**src/rtl/sysclk_sw_pkg.sv**
```systemverilog
// Package: source codes and index mapping shared by the clock switch.
// Assumes four oscillators, indexed 0..3 in the order internal-hs,
// external-hs, internal-ls, external-ls.
package sysclk_sw_pkg;
    localparam int NUM_OSC = 4;
    localparam int CODE_W  = 3;
    localparam int IDX_W   = $clog2(NUM_OSC);

    localparam logic [CODE_W-1:0] SRC_IHS = 3'd0;
    localparam logic [CODE_W-1:0] SRC_EHS = 3'd1;
    localparam logic [CODE_W-1:0] SRC_ILS = 3'd3;
    localparam logic [CODE_W-1:0] SRC_ELS = 3'd4;

    // Source code that belongs to an oscillator index.
    function automatic logic [CODE_W-1:0] code_of(input int unsigned idx);
        case (idx)
            0:       return SRC_IHS;
            1:       return SRC_EHS;
            2:       return SRC_ILS;
            default: return SRC_ELS;
        endcase
    endfunction

    // Oscillator index that belongs to a source code.
    function automatic logic [IDX_W-1:0] idx_of(input logic [CODE_W-1:0] c);
        case (c)
            SRC_EHS: return IDX_W'(1);
            SRC_ILS: return IDX_W'(2);
            SRC_ELS: return IDX_W'(3);
            default: return IDX_W'(0);
        endcase
    endfunction

    // True for the four defined codes.
    function automatic logic code_legal(input logic [CODE_W-1:0] c);
        return (c == SRC_IHS) || (c == SRC_EHS) || (c == SRC_ILS) || (c == SRC_ELS);
    endfunction
endpackage

```
**src/rtl/sysclk_css_mon.sv**
```systemverilog
// Clock security monitor for the external high-speed oscillator.
// Counts reference cycles without an ehs_tick while armed and the oscillator
// is ready; after TIMEOUT silent cycles it reports a one-cycle failure,
// disarms itself and raises a sticky flag. Assumes TIMEOUT >= 2.
module sysclk_css_mon #(
    parameter int TIMEOUT = 16
) (
    input  logic clk,
    input  logic rst_n,
    input  logic ehs_rdy,
    input  logic ehs_tick,
    input  logic css_wr,
    input  logic css_wdata,
    input  logic fail_clr,
    output logic css_on,
    output logic fail_flag,
    output logic fail_det
);
    localparam int CNT_W = $clog2(TIMEOUT);
    localparam logic [CNT_W-1:0] LAST = CNT_W'(TIMEOUT - 1);

    logic [CNT_W-1:0] miss_cnt;
    logic             running;

    assign running  = css_on && ehs_rdy;
    assign fail_det = running && !ehs_tick && (miss_cnt == LAST);

    // Purpose: count consecutive silent cycles while the monitor runs.
    always_ff @(posedge clk) begin
        if (!rst_n)
            miss_cnt <= '0;
        else if (running && !ehs_tick && !fail_det)
            miss_cnt <= miss_cnt + 1'b1;
        else
            miss_cnt <= '0;
    end

    // Purpose: monitor enable, software written, hardware cleared on failure.
    always_ff @(posedge clk) begin
        if (!rst_n)
            css_on <= 1'b0;
        else if (fail_det)
            css_on <= 1'b0;
        else if (css_wr)
            css_on <= css_wdata;
    end

    // Purpose: sticky failure flag, set wins over clear.
    always_ff @(posedge clk) begin
        if (!rst_n)
            fail_flag <= 1'b0;
        else if (fail_det)
            fail_flag <= 1'b1;
        else if (fail_clr)
            fail_flag <= 1'b0;
    end

    AST_FAIL_DISARMS: assert property (@(posedge clk) disable iff (!rst_n)
        fail_det |=> (!css_on && fail_flag));
    AST_CLR_FLAG: assert property (@(posedge clk) disable iff (!rst_n)
        (fail_clr && !fail_det) |=> !fail_flag);
    AST_SILENT_IDLE: assert property (@(posedge clk) disable iff (!rst_n)
        (!css_on || !ehs_rdy) |=> (miss_cnt == '0));
endmodule

```
**src/rtl/sysclk_sel_ctrl.sv**
```systemverilog
// Request and status registers of the clock switch.
// Holds the software request and the source in use. A pending switch
// completes when the target is enabled and ready; low-power exit and
// external failure override it. Also reports low-power entry and exit.
module sysclk_sel_ctrl
    import sysclk_sw_pkg::*;
(
    input  logic                clk,
    input  logic                rst_n,
    input  logic                lp_mode,
    input  logic                sel_wr,
    input  logic [CODE_W-1:0]   sel_wdata,
    input  logic                fail_det,
    input  logic [NUM_OSC-1:0]  osc_en,
    input  logic [NUM_OSC-1:0]  osc_rdy,
    output logic [CODE_W-1:0]   sel_q,
    output logic [CODE_W-1:0]   src_q,
    output logic [CODE_W-1:0]   src_nxt,
    output logic                lp_entry
);
    logic              lp_q;
    logic              lp_exit;
    logic [IDX_W-1:0]  tgt_idx;
    logic              tgt_ok;
    logic [CODE_W-1:0] sel_nxt;

    assign lp_exit  = lp_q && !lp_mode;
    assign lp_entry = !lp_q && lp_mode;
    assign tgt_idx  = idx_of(sel_q);
    assign tgt_ok   = osc_en[tgt_idx] && osc_rdy[tgt_idx];

    // Purpose: next request, hardware overrides ahead of software writes.
    always_comb begin
        sel_nxt = sel_q;
        if (lp_exit)
            sel_nxt = SRC_IHS;
        else if (fail_det && sel_q == SRC_EHS)
            sel_nxt = SRC_IHS;
        else if (sel_wr && code_legal(sel_wdata))
            sel_nxt = sel_wdata;
    end

    // Purpose: next source in use, switching only onto a ready target.
    always_comb begin
        src_nxt = src_q;
        if (lp_exit)
            src_nxt = SRC_IHS;
        else if (fail_det && src_q == SRC_EHS)
            src_nxt = SRC_IHS;
        else if (sel_q != src_q && tgt_ok)
            src_nxt = sel_q;
    end

    // Purpose: state registers for request, status and low-power history.
    always_ff @(posedge clk) begin
        if (!rst_n) begin
            sel_q <= SRC_IHS;
            src_q <= SRC_IHS;
            lp_q  <= 1'b0;
        end else begin
            sel_q <= sel_nxt;
            src_q <= src_nxt;
            lp_q  <= lp_mode;
        end
    end

    AST_RESERVED_IGNORED: assert property (@(posedge clk) disable iff (!rst_n)
        (sel_wr && !code_legal(sel_wdata) && !lp_exit && !fail_det) |=> $stable(sel_q));
    AST_SWITCH_WAITS: assert property (@(posedge clk) disable iff (!rst_n)
        (sel_q != src_q && !tgt_ok && !lp_exit && !fail_det) |=> $stable(src_q));
    AST_LP_EXIT_IHS: assert property (@(posedge clk) disable iff (!rst_n)
        lp_exit |=> (sel_q == SRC_IHS && src_q == SRC_IHS));
    AST_FAIL_FALLBACK: assert property (@(posedge clk) disable iff (!rst_n)
        (fail_det && sel_q == SRC_EHS && !lp_exit) |=> (sel_q == SRC_IHS));
endmodule

```
**src/rtl/sysclk_en_ctrl.sv**
```systemverilog
// Oscillator enable bits with hardware overrides.
// Software writes all bits at once; the bit of the source in use (next
// state) cannot be cleared. Bit 0 is held high while its oscillator runs
// the system and low in low-power mode; bit 1 is cleared on low-power entry.
module sysclk_en_ctrl
    import sysclk_sw_pkg::*;
(
    input  logic                clk,
    input  logic                rst_n,
    input  logic                lp_mode,
    input  logic                lp_entry,
    input  logic                en_wr,
    input  logic [NUM_OSC-1:0]  en_wdata,
    input  logic [CODE_W-1:0]   src_nxt,
    output logic [NUM_OSC-1:0]  osc_en
);
    for (genvar k = 0; k < NUM_OSC; k++) begin : g_osc
        logic in_use;
        assign in_use = (src_nxt == code_of(k));

        if (k == 0) begin : g_ihs
            // Purpose: internal high-speed enable, hardware first.
            always_ff @(posedge clk) begin
                if (!rst_n)
                    osc_en[k] <= 1'b1;
                else if (lp_mode)
                    osc_en[k] <= 1'b0;
                else if (in_use)
                    osc_en[k] <= 1'b1;
                else if (en_wr)
                    osc_en[k] <= en_wdata[k];
            end
        end else if (k == 1) begin : g_ehs
            // Purpose: external high-speed enable, cleared on low-power entry.
            always_ff @(posedge clk) begin
                if (!rst_n)
                    osc_en[k] <= 1'b0;
                else if (lp_entry)
                    osc_en[k] <= 1'b0;
                else if (en_wr)
                    osc_en[k] <= en_wdata[k] || in_use;
            end
        end else begin : g_other
            // Purpose: low-speed enable, locked while in use.
            always_ff @(posedge clk) begin
                if (!rst_n)
                    osc_en[k] <= 1'b0;
                else if (en_wr)
                    osc_en[k] <= en_wdata[k] || in_use;
            end
        end
    end

    AST_EHS_LOCKED: assert property (@(posedge clk) disable iff (!rst_n)
        (src_nxt == SRC_EHS && osc_en[1] && !lp_entry) |=> osc_en[1]);
    AST_IHS_LP_LOW: assert property (@(posedge clk) disable iff (!rst_n)
        lp_mode |=> !osc_en[0]);
endmodule

```
**src/rtl/sysclk_source_switch.sv**
```systemverilog
// Top of the system clock source switch.
// Ties the request/status registers, the enable bits and the external
// high-speed clock monitor together. All inputs are in the reference domain.
module sysclk_source_switch
    import sysclk_sw_pkg::*;
#(
    parameter int TIMEOUT = 16
) (
    input  logic         clk,
    input  logic         rst_n,
    input  logic [3:0]   osc_rdy,
    input  logic         ehs_tick,
    input  logic         lp_mode,
    input  logic         sel_wr,
    input  logic [2:0]   sel_wdata,
    input  logic         en_wr,
    input  logic [3:0]   en_wdata,
    input  logic         css_wr,
    input  logic         css_wdata,
    input  logic         fail_clr,
    output logic [2:0]   sel_q,
    output logic [2:0]   src_status,
    output logic [3:0]   osc_en,
    output logic         css_on,
    output logic         fail_flag
);
    logic              fail_det;
    logic              lp_entry;
    logic [CODE_W-1:0] src_nxt;

    sysclk_css_mon #(.TIMEOUT(TIMEOUT)) u_mon (
        .clk       (clk),
        .rst_n     (rst_n),
        .ehs_rdy   (osc_rdy[1]),
        .ehs_tick  (ehs_tick),
        .css_wr    (css_wr),
        .css_wdata (css_wdata),
        .fail_clr  (fail_clr),
        .css_on    (css_on),
        .fail_flag (fail_flag),
        .fail_det  (fail_det)
    );

    sysclk_sel_ctrl u_sel (
        .clk       (clk),
        .rst_n     (rst_n),
        .lp_mode   (lp_mode),
        .sel_wr    (sel_wr),
        .sel_wdata (sel_wdata),
        .fail_det  (fail_det),
        .osc_en    (osc_en),
        .osc_rdy   (osc_rdy),
        .sel_q     (sel_q),
        .src_q     (src_status),
        .src_nxt   (src_nxt),
        .lp_entry  (lp_entry)
    );

    sysclk_en_ctrl u_en (
        .clk      (clk),
        .rst_n    (rst_n),
        .lp_mode  (lp_mode),
        .lp_entry (lp_entry),
        .en_wr    (en_wr),
        .en_wdata (en_wdata),
        .src_nxt  (src_nxt),
        .osc_en   (osc_en)
    );
endmodule

```
**config.mk**
```make
export PLATFORM = sky130hd
export DESIGN_NAME = sysclk_source_switch
export DESIGN_NICKNAME = d
export VERILOG_FILES = /design/src/rtl/sysclk_sw_pkg.sv /design/src/rtl/sysclk_css_mon.sv /design/src/rtl/sysclk_sel_ctrl.sv /design/src/rtl/sysclk_en_ctrl.sv /design/src/rtl/sysclk_source_switch.sv
export SDC_FILE = /design/constraint.sdc
export NUM_CORES = 1
export LEC_CHECK = 0
export BUFFER_PORTS_ARGS = -buffer_cell sky130_fd_sc_hd__buf_2
export CELL_PAD_IN_SITES_DETAIL_PLACEMENT = 1
export CELL_PAD_IN_SITES_GLOBAL_PLACEMENT = 2
export CORE_ASPECT_RATIO = 2
export CORE_MARGIN = 1.5
export CORE_UTILIZATION = 28
export CTS_BUF_LIST = sky130_fd_sc_hd__clkbuf_8
export CTS_CLUSTER_DIAMETER = 50
export DETAILED_ROUTE_END_ITERATION = 12
export PLACE_DENSITY = 0.9
export SLEW_MARGIN = 20
export SYNTH_ARGS = -nofsm -noshare
export SYNTH_HDL_FRONTEND = slang
export SYNTH_HIERARCHICAL = 1
export SYNTH_SLANG_ARGS = --single-unit
```
**constraint.sdc**
```tcl
create_clock -name clk -period 2.6 [get_ports clk]
set_input_delay 0.39 -clock clk [delete_from_list [all_inputs] [get_ports clk]]
set_output_delay 0.39 -clock clk [all_outputs]
set_load 0.05 [all_outputs]
```
Word level (Yosys, flattened, before mapping)
Cells that the tools add are included.
- register bits: 17
- bits of input ports: 20
- output and inout port bits: 12
- word-level logic and storage cells: 67
- add/sub/neg operators: 1
- magnitude comparators: 1
- eq/ne operators: 12
- muxes and demuxes: 13
- bitwise logic cells: 1
- reductions and logical operators: 29
- operators with widths (cell ; number):
    equality test 3 x 1 -> 1 bit (second input constant) ; 4
    logical AND 1 bit ; 11
    equality test 3 x 2 -> 1 bit (second input constant) ; 3
    equality test 3 bit (second input constant) ; 3
    two-way mux 3 bit ; 3
    two-way mux 1 bit ; 7
    logical NOT 3 bit ; 2
    logical OR 1 bit ; 6
    one-hot mux 2 bit (3 select lines) ; 1
    adder 4 x 1 -> 4 bit (second input constant) ; 1
    binary-select mux 1 bit (select 2 bit) ; 2
    equality test 4 bit (second input constant) ; 1
    logical NOT 1 bit ; 4
    OR reduction 2 bit ; 2
    less-than comparator 2 x 3 -> 1 bit (second input constant) ; 1
    != test 3 bit ; 1
    nonzero test 3 bit ; 1
    OR reduction 3 bit ; 1
    AND reduction 2 bit ; 1
    nonzero test 2 bit ; 1
    inverter 1 bit ; 1

Longest topological paths before layout
- depth in word-level cells: 12
- gate-level depth with buffers: 8
- depth with buffers taken out: 8

By module
Netlist, hierarchy kept.
- modules (own cells, without submodules) (module ; times used ; cells an instance ; area an instance (um^2) ; seq. area each (um^2)):
    sysclk_sel_ctrl ; 1 ; 64 ; 461.7 ; 140.1
    sysclk_css_mon ; 1 ; 25 ; 262.8 ; 120.1
    sysclk_en_ctrl ; 1 ; 20 ; 182.7 ; 80.1

Worst setup path before layout
OpenSTA, ideal clock, no wires.
- path type: flip-flop to flip-flop
- start: register u_sel.sel_q[1]
- end: register u_en.osc_en[1]
- setup time: 0.091 ns
- data arrival time: 2.195 ns
- data required time: 2.509 ns
- path slack: 0.314 ns
- stages on the path, launching flop included: 9
- buffers on the path: 1
- period minus slack after synthesis: 2.286 ns
- path through: dfxtp_1 buf_6 a211oi_1 or3_4 a31oi_1 a311o_1 nor2_1 or3b_1 a311oi_1
- cells in the longest elaborated chain, start to end: 11
- elaborated cells on any way between the ends: 16
- those cells by class: eq/ne (5); mux (8); reduce/logical (3)
- ends and longest elaborated chain (what ; RTL line ; source):
    start: declaration ; sysclk_sel_ctrl.sv:16 ; output logic [CODE_W-1:0] sel_q,
    start signal: assignment ; sysclk_sel_ctrl.sv:61 ; sel_q <= sel_nxt;
    equality test 3 bit (tied with other cells) ; sysclk_sw_pkg.sv:26 ; case (c)
    one-hot mux 2 bit (3 select lines) ; sysclk_sw_pkg.sv:26 ;
    binary-select mux 1 bit (select 2 bit) ; sysclk_sel_ctrl.sv:30 ; assign tgt_ok = osc_en[tgt_idx] && osc_rdy[tgt_idx];
    two-way mux 1 bit (implied by the code) ; sysclk_sel_ctrl.sv:30 ;
    logical AND 1 bit ; sysclk_sel_ctrl.sv:30 ;
    logical AND 1 bit ; sysclk_sel_ctrl.sv:50 ; else if (sel_q != src_q && tgt_ok)
    two-way mux 3 bit (*) ; sysclk_sel_ctrl.sv:50 ;
    two-way mux 3 bit (*) ; sysclk_sel_ctrl.sv:48 ; else if (fail_det && src_q == SRC_EHS)
    two-way mux 3 bit (*) ; sysclk_sel_ctrl.sv:46 ; if (lp_exit)
    via src_nxt[1] ; sysclk_source_switch.sv:29 ; logic [CODE_W-1:0] src_nxt;
    equality test 3 x 1 -> 1 bit (*) ; sysclk_en_ctrl.sv:19 ; assign in_use = (src_nxt == code_of(k));
    logical OR 1 bit (*) ; sysclk_en_ctrl.sv:41 ; osc_en[k] <= en_wdata[k] || in_use;
    end signal: indexed assignment ; sysclk_en_ctrl.sv:41 ;
    end: declaration ; sysclk_en_ctrl.sv:15 ; output logic [NUM_OSC-1:0] osc_en
Mark *: on every way through the listed nets, which the timed path passes. The rest lies on a longest branch. The select of a mux whose other input is x is not followed.
A chain may end at the register's enable or synchronous reset.

Worst setup path after layout
- start: register u_sel.sel_q[0]
- end: register u_en.osc_en[1]
- cells in the longest elaborated chain, start to end: 11
- elaborated cells on any way between the ends: 16
- those cells by class: eq/ne (5); mux (8); reduce/logical (3)
- ends and longest elaborated chain (what ; RTL line):
    equality test 3 bit (tied with other cells) ; sysclk_sw_pkg.sv:26
    one-hot mux 2 bit (3 select lines) ; sysclk_sw_pkg.sv:26
    binary-select mux 1 bit (select 2 bit) ; sysclk_sel_ctrl.sv:30
    two-way mux 1 bit (implied by the code) ; sysclk_sel_ctrl.sv:30
    logical AND 1 bit ; sysclk_sel_ctrl.sv:30
    logical AND 1 bit (*) ; sysclk_sel_ctrl.sv:50
    two-way mux 3 bit (*) ; sysclk_sel_ctrl.sv:50
    two-way mux 3 bit (*) ; sysclk_sel_ctrl.sv:48
    two-way mux 3 bit (*) ; sysclk_sel_ctrl.sv:46
    via src_nxt[1] ; sysclk_source_switch.sv:29
    equality test 3 x 1 -> 1 bit (*) ; sysclk_en_ctrl.sv:19
    logical OR 1 bit (*) ; sysclk_en_ctrl.sv:41
Marks and branches as above.

==> impl_results.md <==
* Area leader, netlist: dfxtp_1
* Max-Cap Viols at 0
* HPWL after DPL at 2.246 mm
* Slew margin rel. at 0.7290
* Area growth syn-to-layout at 24.83%
* Largest net degree at the start of global routing at 14
* H-tree depth at 1
* Hold Buf Count CTS at 0
* CTS tree: built
* CTS max path bufs at 2
* Status: complete, no violations
* Flops & latches, synth at 17
* Total grt overflow at 0
* Die Y at 83.50 um
* WL met3 at ~120 um
* CP startpoint kind: register
* WHS Path Cells at 3
* Antenna Violating Nets Remaining at 0
* Synth cell count leaders: dfxtp_1, nor2_1, nand2_1
* Setup TNS at 0 ps
* Fin crit period at ~2300 ps
* Layout Skew at 4.798 ps
* CTS Sinks at 17
* CP Cell Sequence: a211oi_1, or3_4, a31oi_1, a311o_1, nor2_1, or3b_1, a311oi_1
* # setup viols final at 0
* RSZ-0062 raised after global routing: false
* Post-synthesis cell area at 907.1 sq um
* GRT Util Overall at 0.1587
* Skew-Pair Late Insertion Delay at 250 ps
* FFs w/ async S/R, synth at 0
* Postcts setup bufs at 0
* Drt initial violations at 13
* Root Driver: clkbuf_8
* Cells after Synth at 109
* Seq/Total Area, Yosys at 0.3752
* Pre-antenna DRT Iters at 4
* Top_reg_cell synth: dfxtp_1
* Critical Path RT at around 2800 ps
* NumNets Final at 164
* Min-Delay Path Class: in2reg
* CP endpoint kind: register
* DR DRC count at 0
* I/O Buffers at 31
* Top cell family by delay on the critical path: simple AND/OR/NAND/NOR gates
* Mapped Nets at 130
* Vias at 934
* Area after DPL at 0.001086 sq mm
* CP max stage delay at 570 ps
* Die area at 0.003611 sq mm
* First-pass GRT wire length at 4.457 mm
* Least-Margin Pin Slew at 406.0 ps
* Buffers & Inverters on Critical Path at 0
* Pwr/cell area at 526.5 mW/mm^2
* Post-synth EDFFs at 0
* Row cnt at 29
* CP max stage cell: dfxtp_1
* Wirelength per Cell at 15.50 um
* Fmax at around 0.43 GHz
* Core Footprint at 0.003120 sq mm
* Synth warn at 6
* Initial Utilization at 0.2907
* Number of CTS-inserted buffers at 3
* Hold Vio Cnt, Final at 0
* Die W at 43.25 um
* WP data arrival at roughly 2500 ps
* Layout cell share with drive strength beyond 1 at 0.2958
* Share of the synthesized area in the top cell type at 0.3752
* Routed wl met2 at 1.631 mm
* Synth cell types at 39
* Cell with the most instances after synthesis: dfxtp_1
* Top sig layer: met4
* DRT Wirelength at 2.682 mm
* Final non-filler cell area at roughly 0.0011 sq mm
* Vias in the first global route at 1064
* Io pins at 32
* Peak fanout along the critical path at 13
* PostCTS Resize Cnt at 0
* R2R cell count at 7
* Antenna violations before repair at 0
* Vias per cell at 5.399
* Clk pin slew, worst setup/hold paths at 70 ps
* Worst VDD drop at 0.2728 mV
* ANT cells at 0
* Avg Inst Size Synth at approximately 8.3 sq um
* Stages on the worst setup path at 7
* Main area contributors after synthesis: dfxtp_1, nor2_1, a31oi_1
* Period utilization at 0.8881
* Cell leakage power at 0.4783 nW
* Crit path kind: reg2reg
* GP Congestion at between 0.7 and 0.8
* Fill count at 402
* Metal-1 WL at 905 um
* Max-slew violations at 0
routing by layer:
metal / vias up / track usage
li1: 462 / -
met1: 445 / 0.1401
met2: 25 / 0.3148
met3: 2 / 0.02814
met4: 0 / 0.07163
met5: - / 0
per-stage QoR:
stage | setup WS [ps] | total power [mW] | hold slack, ps | std cells | utilization
floorplan | 313.7 | 0.3630 | 461.9 | 109 | -
detailed placement | 301.4 | 0.4071 | 504.0 | 169 | 0.3480
CTS | 297.8 | 0.6064 | 388.7 | 173 | 0.3629
global route | 128.6 | 0.6262 | 381.7 | 173 | 0.3629
global placement | 382.1 | 0.4029 | 474.2 | 169 | 0.3480
finish | 291.0 | 0.5962 | 389.0 | 173 | 0.3629
sequential cells by signal, indices dropped and copies added, names as in the netlist:
register         flops
u_mon/miss_cnt       4
u_sel/sel_q          3
u_mon/fail_flag      1
u_sel/lp_q           1
u_en/osc_en          4
u_mon/css_on         1
u_sel/src_q          3
cell type report:
type                       instances  area [sq um]  share of cell area
clock buffer                       3         41.29             0.03646
clock inverter                     1         5.005            0.004420
inverter                           8         30.03             0.02652
multi-input combinational         82         521.8              0.4608
sequential                        17         340.3              0.3006
tap                               31         38.79             0.03425
timing repair buffer              31         155.1              0.1370
power breakdown:
| part | leakage (nW) | internal (mW) | switching, mW |
|---|---|---|---|
| clock network | 0.0255 | 0.106 | 0.0888 |
| logic | 0.314 | 0.0402 | 0.0771 |
| registers | 0.139 | 0.271 | 0.0130 |
| total | 0.478 | 0.417 | 0.179 |
layout by cell type, fill, tap and decap left out, types with 2 or more instances in the layout:
master	n
nand2_1	8
nand4_1	2
nand4b_1	2
nor2b_1	4
mux2i_1	2
a31oi_1	7
nand3b_1	3
a21oi_1	5
nor2_1	12
inv_1	7
nand3_1	3
clkbuf_8	3
o21ai_0	7
buf_2	31
nor3b_1	2
dfxtp_1	17
nand2b_1	4
worst paths after layout:
path                      from                 to  slack (ps)
min                en_wdata[2]     u_en/osc_en[2]         390
max             u_sel/sel_q[0]     u_en/osc_en[1]         290
max reg2reg     u_sel/sel_q[0]     u_en/osc_en[1]         290
min reg2reg  u_mon/miss_cnt[0]  u_mon/miss_cnt[0]         510
cells by family after synthesis:
kind of cell,share of synthesized area
AOI/OAI and AO/OA,0.2110
xor gates and xnor gates,0.009657
adders and majority gates,0.01379
buffers and inverters,0.04965
DFF,0.3752
muxes,0.02207
and+or+nand+nor,0.3186
worst reg2reg max path, cell delays in order (launching register included):
cell and delay [ps]:
dfxtp_1 570, a211oi_1 130, or3_4 400, a31oi_1 190, a311o_1 210, nor2_1 100, or3b_1 350, a311oi_1 270
No activity file was read; power rests on OpenSTA's default activity.
